===== src/rtl/lfe_pkg.sv =====
// Package: shared constants, state type and the SEC-DED parity-check matrix.
// Assumes 32 data bits and 7 check bits; each data column is a weight-3
// 7-bit vector, taken in ascending numeric order (35 exist, first 32 used).
package lfe_pkg;

    localparam int DATA_W = 32;
    localparam int CHK_W  = 7;
    localparam int CODE_W = DATA_W + CHK_W;

    typedef enum logic {
        ST_IDLE,
        ST_FETCH
    } lfe_state_t;

    // Build the packed column table: column i sits at [i*CHK_W +: CHK_W].
    function automatic logic [DATA_W*CHK_W-1:0] lfe_build_cols();
        logic [DATA_W*CHK_W-1:0] t;
        int k;
        t = '0;
        k = 0;
        for (int v = 0; v < (1 << CHK_W); v++) begin
            if ($countones(CHK_W'(v)) == 3 && k < DATA_W) begin
                t[k*CHK_W +: CHK_W] = CHK_W'(v);
                k++;
            end
        end
        return t;
    endfunction

    localparam logic [DATA_W*CHK_W-1:0] LFE_COLS = lfe_build_cols();

    // Check bits of a data word: XOR of the columns of its set bits.
    function automatic logic [CHK_W-1:0] lfe_check_bits(input logic [DATA_W-1:0] d);
        logic [CHK_W-1:0] c;
        c = '0;
        for (int i = 0; i < DATA_W; i++) begin
            if (d[i]) c = c ^ LFE_COLS[i*CHK_W +: CHK_W];
        end
        return c;
    endfunction

endpackage


===== src/rtl/lfe_encoder.sv =====
// Encoder: forms the 39-bit codeword {check, data} for the memory write path.
// Purely combinational; shares the matrix with the decoder via lfe_pkg.
module lfe_encoder
    import lfe_pkg::*;
(
    input  logic [DATA_W-1:0] data_i,
    output logic [CODE_W-1:0] code_o
);

    // Append the check bits above the data bits.
    always_comb begin
        code_o = {lfe_check_bits(data_i), data_i};
    end

endmodule


===== src/rtl/lfe_decoder.sv =====
// Decoder: recomputes the check bits, forms the syndrome and corrects a
// single-bit error. Assumes codeword layout {check[6:0], data[31:0]}.
// ce_o: one bit was wrong (data or check); ue_o: uncorrectable pattern.
module lfe_decoder
    import lfe_pkg::*;
(
    input  logic [CODE_W-1:0] code_i,
    output logic [DATA_W-1:0] data_o,
    output logic              ce_o,
    output logic              ue_o
);

    logic [CHK_W-1:0] syn;
    logic             col_match;

    // Syndrome, single-bit correction and error classification.
    always_comb begin
        syn       = lfe_check_bits(code_i[DATA_W-1:0]) ^ code_i[CODE_W-1:DATA_W];
        data_o    = code_i[DATA_W-1:0];
        col_match = 1'b0;
        ce_o      = 1'b0;
        ue_o      = 1'b0;
        if (syn != '0) begin
            for (int i = 0; i < DATA_W; i++) begin
                if (LFE_COLS[i*CHK_W +: CHK_W] == syn) begin
                    data_o[i] = ~code_i[i];
                    col_match = 1'b1;
                end
            end
            if (col_match || $countones(syn) == 1) ce_o = 1'b1;
            else                                   ue_o = 1'b1;
        end
    end

endmodule


===== src/rtl/lfe_line_store.sv =====
// Line store: direct-mapped tag, presence and data arrays with one valid bit
// per word. Allocation sets the tag and clears every valid bit of the line.
// Assumes LINES and WORDS are powers of two; allocation and word writes
// never occur in the same cycle.
module lfe_line_store #(
    parameter int LINES = 4,
    parameter int WORDS = 4,
    parameter int TAG_W = 4,
    parameter int DW    = 32
) (
    input  logic                     clk,
    input  logic                     rst_n,
    input  logic                     alloc_en,
    input  logic [$clog2(LINES)-1:0] alloc_idx,
    input  logic [TAG_W-1:0]         alloc_tag,
    input  logic                     wr_en,
    input  logic [$clog2(LINES)-1:0] wr_idx,
    input  logic [$clog2(WORDS)-1:0] wr_off,
    input  logic [DW-1:0]            wr_data,
    input  logic                     wr_valid,
    input  logic [$clog2(LINES)-1:0] rd_idx,
    input  logic [$clog2(WORDS)-1:0] rd_off,
    output logic                     rd_present,
    output logic [TAG_W-1:0]         rd_tag,
    output logic                     rd_word_valid,
    output logic [DW-1:0]            rd_data
);

    localparam int IDX_W   = $clog2(LINES);
    localparam int OFF_W   = $clog2(WORDS);
    localparam int ENTRIES = LINES * WORDS;

    logic [DW-1:0]    data_q  [ENTRIES];
    logic [TAG_W-1:0] tag_q   [LINES];
    logic [WORDS-1:0] vbits_q [LINES];
    logic [LINES-1:0] present_q;

    // Control state per line: presence, tag and per-word valid bits.
    always_ff @(posedge clk) begin
        if (!rst_n) begin
            present_q <= '0;
            for (int l = 0; l < LINES; l++) begin
                tag_q[l]   <= '0;
                vbits_q[l] <= '0;
            end
        end else if (alloc_en) begin
            present_q[alloc_idx] <= 1'b1;
            tag_q[alloc_idx]     <= alloc_tag;
            vbits_q[alloc_idx]   <= '0;
        end else if (wr_en) begin
            vbits_q[wr_idx][wr_off] <= wr_valid;
        end
    end

    // Data array: written on every fill beat, no reset needed.
    always_ff @(posedge clk) begin
        if (wr_en) data_q[{wr_idx, wr_off}] <= wr_data;
    end

    // Lookup port.
    always_comb begin
        rd_present    = present_q[rd_idx];
        rd_tag        = tag_q[rd_idx];
        rd_word_valid = vbits_q[rd_idx][rd_off];
        rd_data       = data_q[{rd_idx, rd_off}];
    end

    // Allocation leaves the line with no valid word.
    p_alloc_clears_r4: assert property (@(posedge clk) disable iff (!rst_n)
        alloc_en |=> (vbits_q[$past(alloc_idx)] == '0));

    generate
        for (genvar l = 0; l < LINES; l++) begin : g_line_chk
            // A valid word only exists inside a resident line.
            p_valid_present_r6: assert property (@(posedge clk) disable iff (!rst_n)
                (|vbits_q[l]) |-> present_q[l]);
        end
    endgenerate

    // Unused-width guard: IDX_W/OFF_W shape the flat index above.
    initial begin
        if (ENTRIES != (1 << (IDX_W + OFF_W)))
            $error("lfe_line_store: LINES and WORDS must be powers of two");
    end

endmodule


===== src/rtl/linefill_ecc.sv =====
// Top: refill sequencer. Looks up the store on an accepted request; a hit
// answers next cycle, an absent line is fully refilled from offset 0, and
// an invalid word of a resident line is refetched alone. Every beat is
// decoded in its arrival cycle; only the demanded word may report an error.
// Assumes memory returns one codeword per mem_req/mem_rvalid handshake for
// the address shown on mem_addr.
module linefill_ecc
    import lfe_pkg::*;
#(
    parameter int LINES  = 4,
    parameter int WORDS  = 4,
    parameter int ADDR_W = 8
) (
    input  logic              clk,
    input  logic              rst_n,
    input  logic              req_valid,
    input  logic [ADDR_W-1:0] req_addr,
    output logic              req_ready,
    output logic              rsp_valid,
    output logic [DATA_W-1:0] rsp_data,
    output logic              rsp_err,
    output logic              mem_req,
    output logic [ADDR_W-1:0] mem_addr,
    input  logic              mem_rvalid,
    input  logic [CODE_W-1:0] mem_rcode,
    output logic              ce_pulse,
    input  logic [DATA_W-1:0] enc_data,
    output logic [CODE_W-1:0] enc_code
);

    localparam int OFF_W = $clog2(WORDS);
    localparam int IDX_W = $clog2(LINES);
    localparam int TAG_W = ADDR_W - OFF_W - IDX_W;
    localparam logic [OFF_W-1:0] LAST_OFF = OFF_W'(WORDS - 1);

    lfe_state_t       st_q;
    logic [TAG_W-1:0] tag_q;
    logic [IDX_W-1:0] idx_q;
    logic [OFF_W-1:0] dem_q;
    logic [OFF_W-1:0] fetch_q;
    logic [OFF_W-1:0] last_q;

    logic [OFF_W-1:0] req_off;
    logic [IDX_W-1:0] req_idx;
    logic [TAG_W-1:0] req_tag;
    logic             accept;
    logic             rd_present;
    logic [TAG_W-1:0] rd_tag;
    logic             rd_word_valid;
    logic [DATA_W-1:0] rd_data;
    logic             line_match;
    logic             hit;
    logic             alloc_en;
    logic             beat;
    logic [DATA_W-1:0] dec_data;
    logic             dec_ce;
    logic             dec_ue;

    // Request address fields and lookup outcome.
    always_comb begin
        req_off    = req_addr[OFF_W-1:0];
        req_idx    = req_addr[OFF_W +: IDX_W];
        req_tag    = req_addr[ADDR_W-1 -: TAG_W];
        req_ready  = (st_q == ST_IDLE);
        accept     = req_valid && req_ready;
        line_match = rd_present && (rd_tag == req_tag);
        hit        = line_match && rd_word_valid;
        alloc_en   = accept && !line_match;
        mem_req    = (st_q == ST_FETCH);
        mem_addr   = {tag_q, idx_q, fetch_q};
        beat       = mem_req && mem_rvalid;
    end

    lfe_encoder u_enc (
        .data_i (enc_data),
        .code_o (enc_code)
    );

    lfe_decoder u_dec (
        .code_i (mem_rcode),
        .data_o (dec_data),
        .ce_o   (dec_ce),
        .ue_o   (dec_ue)
    );

    lfe_line_store #(
        .LINES (LINES),
        .WORDS (WORDS),
        .TAG_W (TAG_W),
        .DW    (DATA_W)
    ) u_store (
        .clk           (clk),
        .rst_n         (rst_n),
        .alloc_en      (alloc_en),
        .alloc_idx     (req_idx),
        .alloc_tag     (req_tag),
        .wr_en         (beat),
        .wr_idx        (idx_q),
        .wr_off        (fetch_q),
        .wr_data       (dec_data),
        .wr_valid      (!dec_ue),
        .rd_idx        (req_idx),
        .rd_off        (req_off),
        .rd_present    (rd_present),
        .rd_tag        (rd_tag),
        .rd_word_valid (rd_word_valid),
        .rd_data       (rd_data)
    );

    // Sequencer: lookup in idle, one word per beat while fetching.
    always_ff @(posedge clk) begin
        if (!rst_n) begin
            st_q      <= ST_IDLE;
            tag_q     <= '0;
            idx_q     <= '0;
            dem_q     <= '0;
            fetch_q   <= '0;
            last_q    <= '0;
            rsp_valid <= 1'b0;
            rsp_data  <= '0;
            rsp_err   <= 1'b0;
            ce_pulse  <= 1'b0;
        end else begin
            rsp_valid <= 1'b0;
            rsp_err   <= 1'b0;
            ce_pulse  <= 1'b0;
            case (st_q)
                ST_IDLE: begin
                    if (accept) begin
                        tag_q <= req_tag;
                        idx_q <= req_idx;
                        dem_q <= req_off;
                        if (hit) begin
                            rsp_valid <= 1'b1;
                            rsp_data  <= rd_data;
                        end else if (line_match) begin
                            fetch_q <= req_off;
                            last_q  <= req_off;
                            st_q    <= ST_FETCH;
                        end else begin
                            fetch_q <= '0;
                            last_q  <= LAST_OFF;
                            st_q    <= ST_FETCH;
                        end
                    end
                end
                ST_FETCH: begin
                    if (mem_rvalid) begin
                        ce_pulse <= dec_ce;
                        if (fetch_q == dem_q) begin
                            rsp_valid <= 1'b1;
                            rsp_err   <= dec_ue;
                            rsp_data  <= dec_ue ? '0 : dec_data;
                        end
                        if (fetch_q == last_q) st_q    <= ST_IDLE;
                        else                   fetch_q <= fetch_q + 1'b1;
                    end
                end
                default: st_q <= ST_IDLE;
            endcase
        end
    end

    // Read address is held until its beat arrives.
    p_addr_hold_r4: assert property (@(posedge clk) disable iff (!rst_n)
        (mem_req && !mem_rvalid) |=> (mem_req && $stable(mem_addr)));

    // Consecutive beats of one fill walk upward by one word.
    p_addr_step_r4: assert property (@(posedge clk) disable iff (!rst_n)
        (mem_req && mem_rvalid) |=> (!mem_req || mem_addr == ADDR_W'($past(mem_addr) + 1'b1)));

    // The error flag only travels with a response.
    p_err_with_rsp_r3: assert property (@(posedge clk) disable iff (!rst_n)
        rsp_err |-> rsp_valid);

    // Hit answers next cycle without a memory read.
    p_hit_next_cycle_r9: assert property (@(posedge clk) disable iff (!rst_n)
        (accept && hit) |=> (rsp_valid && !mem_req));

    // No request is taken while a read is outstanding.
    p_busy_not_ready_r12: assert property (@(posedge clk) disable iff (!rst_n)
        mem_req |-> !req_ready);

    // A corrected word never also reports as uncorrectable.
    p_ce_excl_err_r10: assert property (@(posedge clk) disable iff (!rst_n)
        !(ce_pulse && rsp_err));

endmodule


===== config.mk =====
export PLATFORM = sky130hd
export DESIGN_NAME = linefill_ecc
export DESIGN_NICKNAME = d
export VERILOG_FILES = /design/src/rtl/lfe_pkg.sv /design/src/rtl/lfe_encoder.sv /design/src/rtl/lfe_decoder.sv /design/src/rtl/lfe_line_store.sv /design/src/rtl/linefill_ecc.sv
export SDC_FILE = /design/constraint.sdc
export NUM_CORES = 1
export LEC_CHECK = 0
export BUFFER_PORTS_ARGS = -buffer_cell sky130_fd_sc_hd__buf_2
export CORE_MARGIN = 5
export CORE_UTILIZATION = 28
export CTS_CLUSTER_DIAMETER = 200
export CTS_CLUSTER_SIZE = 30
export DETAILED_ROUTE_END_ITERATION = 7
export MAX_ROUTING_LAYER = met4
export SYNTH_ARGS = -nofsm -noshare
export SYNTH_HDL_FRONTEND = slang
export SYNTH_SLANG_ARGS = --single-unit
export TNS_END_PERCENT = 20

===== constraint.sdc =====
create_clock -name clk -period 6.2 [get_ports clk]
set_clock_uncertainty 0.15 [all_clocks]
set_input_delay 0.31 -clock clk [delete_from_list [all_inputs] [get_ports clk]]
set_output_delay 0.31 -clock clk [all_outputs]
set_load 0.02 [all_outputs]

==> flow_summary.ini <==
[layout]
seq_area_sq_um = 17400
utilization = 0.311
layout_commonest_cell = edfxtp_1
syn_to_final_growth_pct = 10.9
drive_gt1_frac = 0.256
final_cells = 2853
finalNetCount = 1686
multiInputGateArea_sq_um = 7970
fill_cells = 9045
final_cell_mix = 544 x edfxtp_1, 168 x mux4_2, 163 x buf_2
fin_area_sq_um = 28900

[yosys]
synth_area_leader_cell = edfxtp_1
syn_area_per_cell_sq_um = 17.7
syn_inst = 1476
synth-seq-cells = 596
synth_top_area_frac = 0.626
syn_area_sq_um = 26100
synth_edf_count = 544
ys.flop_type = edfxtp_1
yosysUniqueCellTypes = 56
seq_area_frac_synth = 0.666
yosysWarnings = 0
synth_nets = 1580
synthArstFlopShare = 0
synth_area_leaders = edfxtp_1 63%, mux4_2 14%, xnor2_1 4.3%, dfxtp_1 4.0%, xor2_1 1.6%

[hold_path]
hp-class = in -> reg

[pwr]
switching_power_mw = 3.04
swShare = 0.331
combPwrFrac = 0.290
internal_power_mw = 6.15
clkPwrFrac = 0.207
power_density_nw_per_um2 = 317
p_leak_nw = 9.40
seqPwrFrac = 0.503
irDropWorstVdd_uv = 382

[route]
vias = 14000
drt_wl_total_um = 69300
drc_errors = 0
drt_iter0_drc = 1345
via_per_inst = 4.91
first_pass_iters = 5
ant_nets = 0
post_drt_wl_per_cell_um = 24.3

[worst_setup_path]
critPathCaptureType = register
crit_buf_inv = 5
cp_slowest_cell = a211oi_4
critical_path.cell_chain = buf_2, xnor2_1, xnor3_2, xor2_4, inv_2, fa_1, ha_1, inv_1, fa_1, nor2b_1, o211ai_1, inv_1, a211oi_4, buf_12, nor2_1
crit_type = in -> reg
max_stage_delay_ps = 600
cp.required_ps = 6370
start_kind = input pin
critPathArrivalTime_ps = 4610
critPathTopFamily = XOR/XNOR gates
worstPathMaxFanout = 36

[floorplanning]
die_height_um = 315
initial_utilization = 0.281
die_w_um = 315
row_count = 112
design.core.area_sq_um = 92900
ioPinCount = 167
die_area_sq_um = 99400

[cts]
clkSlewWorstSetupHoldPaths_ps = 120
post_cts_buffers = 0
insertion_delay_ps = 590
cts_root_buf = clkbuf_16
cts_tree = done
cts_hold_buf = 5
cts_buffer_depth = 3
htreeDepth = 1
cts_buffers = 23
clock-sinks = 596
cts-resized-gates = 0

[place]
portBuffers = 166
placed_area_sq_um = 28200
place_congestion = 0.902
dp.cells = 2806
dpl.hpwl_um = 41100

[timing]
worst_pin_slew_ps = 993
setup_viol = 0
rsz0062_at_grt = no
hold_viol = 0
hold-worst-slack_ps = 52.8
slew_headroom = 0.338
fmax_mhz = 225
fin_tns_setup_ps = 0
maxSlewViolCount = 0
min_period_ps = 4440
period_share = 0.716

[global_routing]
overflow = 0
grt_max_degree = 77
grtUsageTotal = 0.139
grt_pass1_wl_um = 99700
antenna_found_initial = 9
grt_pass1_vias = 14100

[run_status]
outcome = complete, no violations

[flow_run]
drv_cap = 0
==> Yosys cell counts (5+ instances only) <==
cell type and instances:
nand2_1 47, xnor2_1 128, xor2_1 49, o32ai_1 32, nor2_1 37, nand2b_1 5
edfxtp_1 544, and2_1 38, mux4_2 168, nor4_1 13, a21oi_1 12, o21ai_0 20
and3_1 10, buf_1 16, dfxtp_1 52, inv_1 58, buf_4 34, clkbuf_1 53
nand3_1 10, nand4_1 20, buf_2 10, ha_1 18, nor3_1 14, mux2i_1 32
==> per-stage QoR <==
step | total power [mW] | setup slack (ps)
6_report | 9.18 | 1760
3_5_place_dp | 7.37 | 1180
5_1_grt | 9.60 | 1530
4_1_cts | 9.26 | 1820
3_3_place_gp | 7.31 | 1290
2_1_floorplan | 6.44 | 2150
==> flip-flops by register name, summed over array words and instances, names as in the netlist <==
register / cells
rsp_valid: 1
tag_q: 4
ce_pulse: 1
u_store.tag_q: 16
u_store.vbits_q: 16
u_store.present_q: 4
dem_q: 2
rsp_data: 32
fetch_q: 2
u_store.data_q: 512
idx_q: 2
last_q: 2
mem_req: 1
rsp_err: 1
==> power groups by stage <==
stage	Clock [mW]	Combinational (mW)	Sequential [mW]
after floorplan	0	1.69	4.75
after global placement	0	2.61	4.71
after detailed placement	0	2.66	4.71
after CTS	1.96	2.68	4.62
after global routing	2.10	2.87	4.63
final	1.90	2.67	4.62
==> worst paths after layout <==
path / startpoint / to / slack (ps) / cells past startpoint
worst min register to register: tag_q[1] / tag_q[1] / 330 / 2
worst max-delay path: mem_rcode[27] / u_store.vbits_q[3][0] / 1760 / 15
worst min-delay path: req_addr[3] / idx_q[1] / 50 / 3
worst max register to register: u_store.vbits_q[3][3] / rsp_data[18] / 2890 / 7
==> kinds of logic (layout without fill, tap and decap cells) <==
family | after synthesis | in the layout | synth area share
DFF | 596 | 596 | 0.666
and+or+nand+nor | 203 | 203 | 0.0397
muxes | 202 | 202 | 0.159
xor gates and xnor gates | 181 | 181 | 0.0631
buffers and inverters | 176 | 298 | 0.0328
AOI/OAI and AO/OA | 97 | 97 | 0.0283
adders and majority gates | 21 | 21 | 0.0109
other | 0 | 1 | 0
==> cell type report <==
type	instances	area share
inverter	59	0.00766
clock buffer	41	0.0230
tap	1254	0.0542
sequential	596	0.601
timing repair buffer	198	0.0388
antenna	1	0.0000865
multi-input combinational	704	0.276
==> per-layer routing <==
metal  wire (um)  share of wire  track usage
met3        5290          0.076       0.0245
met4        1140          0.016       0.0195
met1       29900           0.43        0.193
met2       32900           0.48        0.223
met5           0              0            -
==> worst register-to-register path: cells and delay by family, from the launching register on <==
family,cells,cell delay (ps)
muxes,3,1430
buffers and inverters,1,650
DFF,1,390
AOI/OAI and AO/OA,2,330
and+or+nand+nor,1,190
Power figures use the tool's default switching activity.
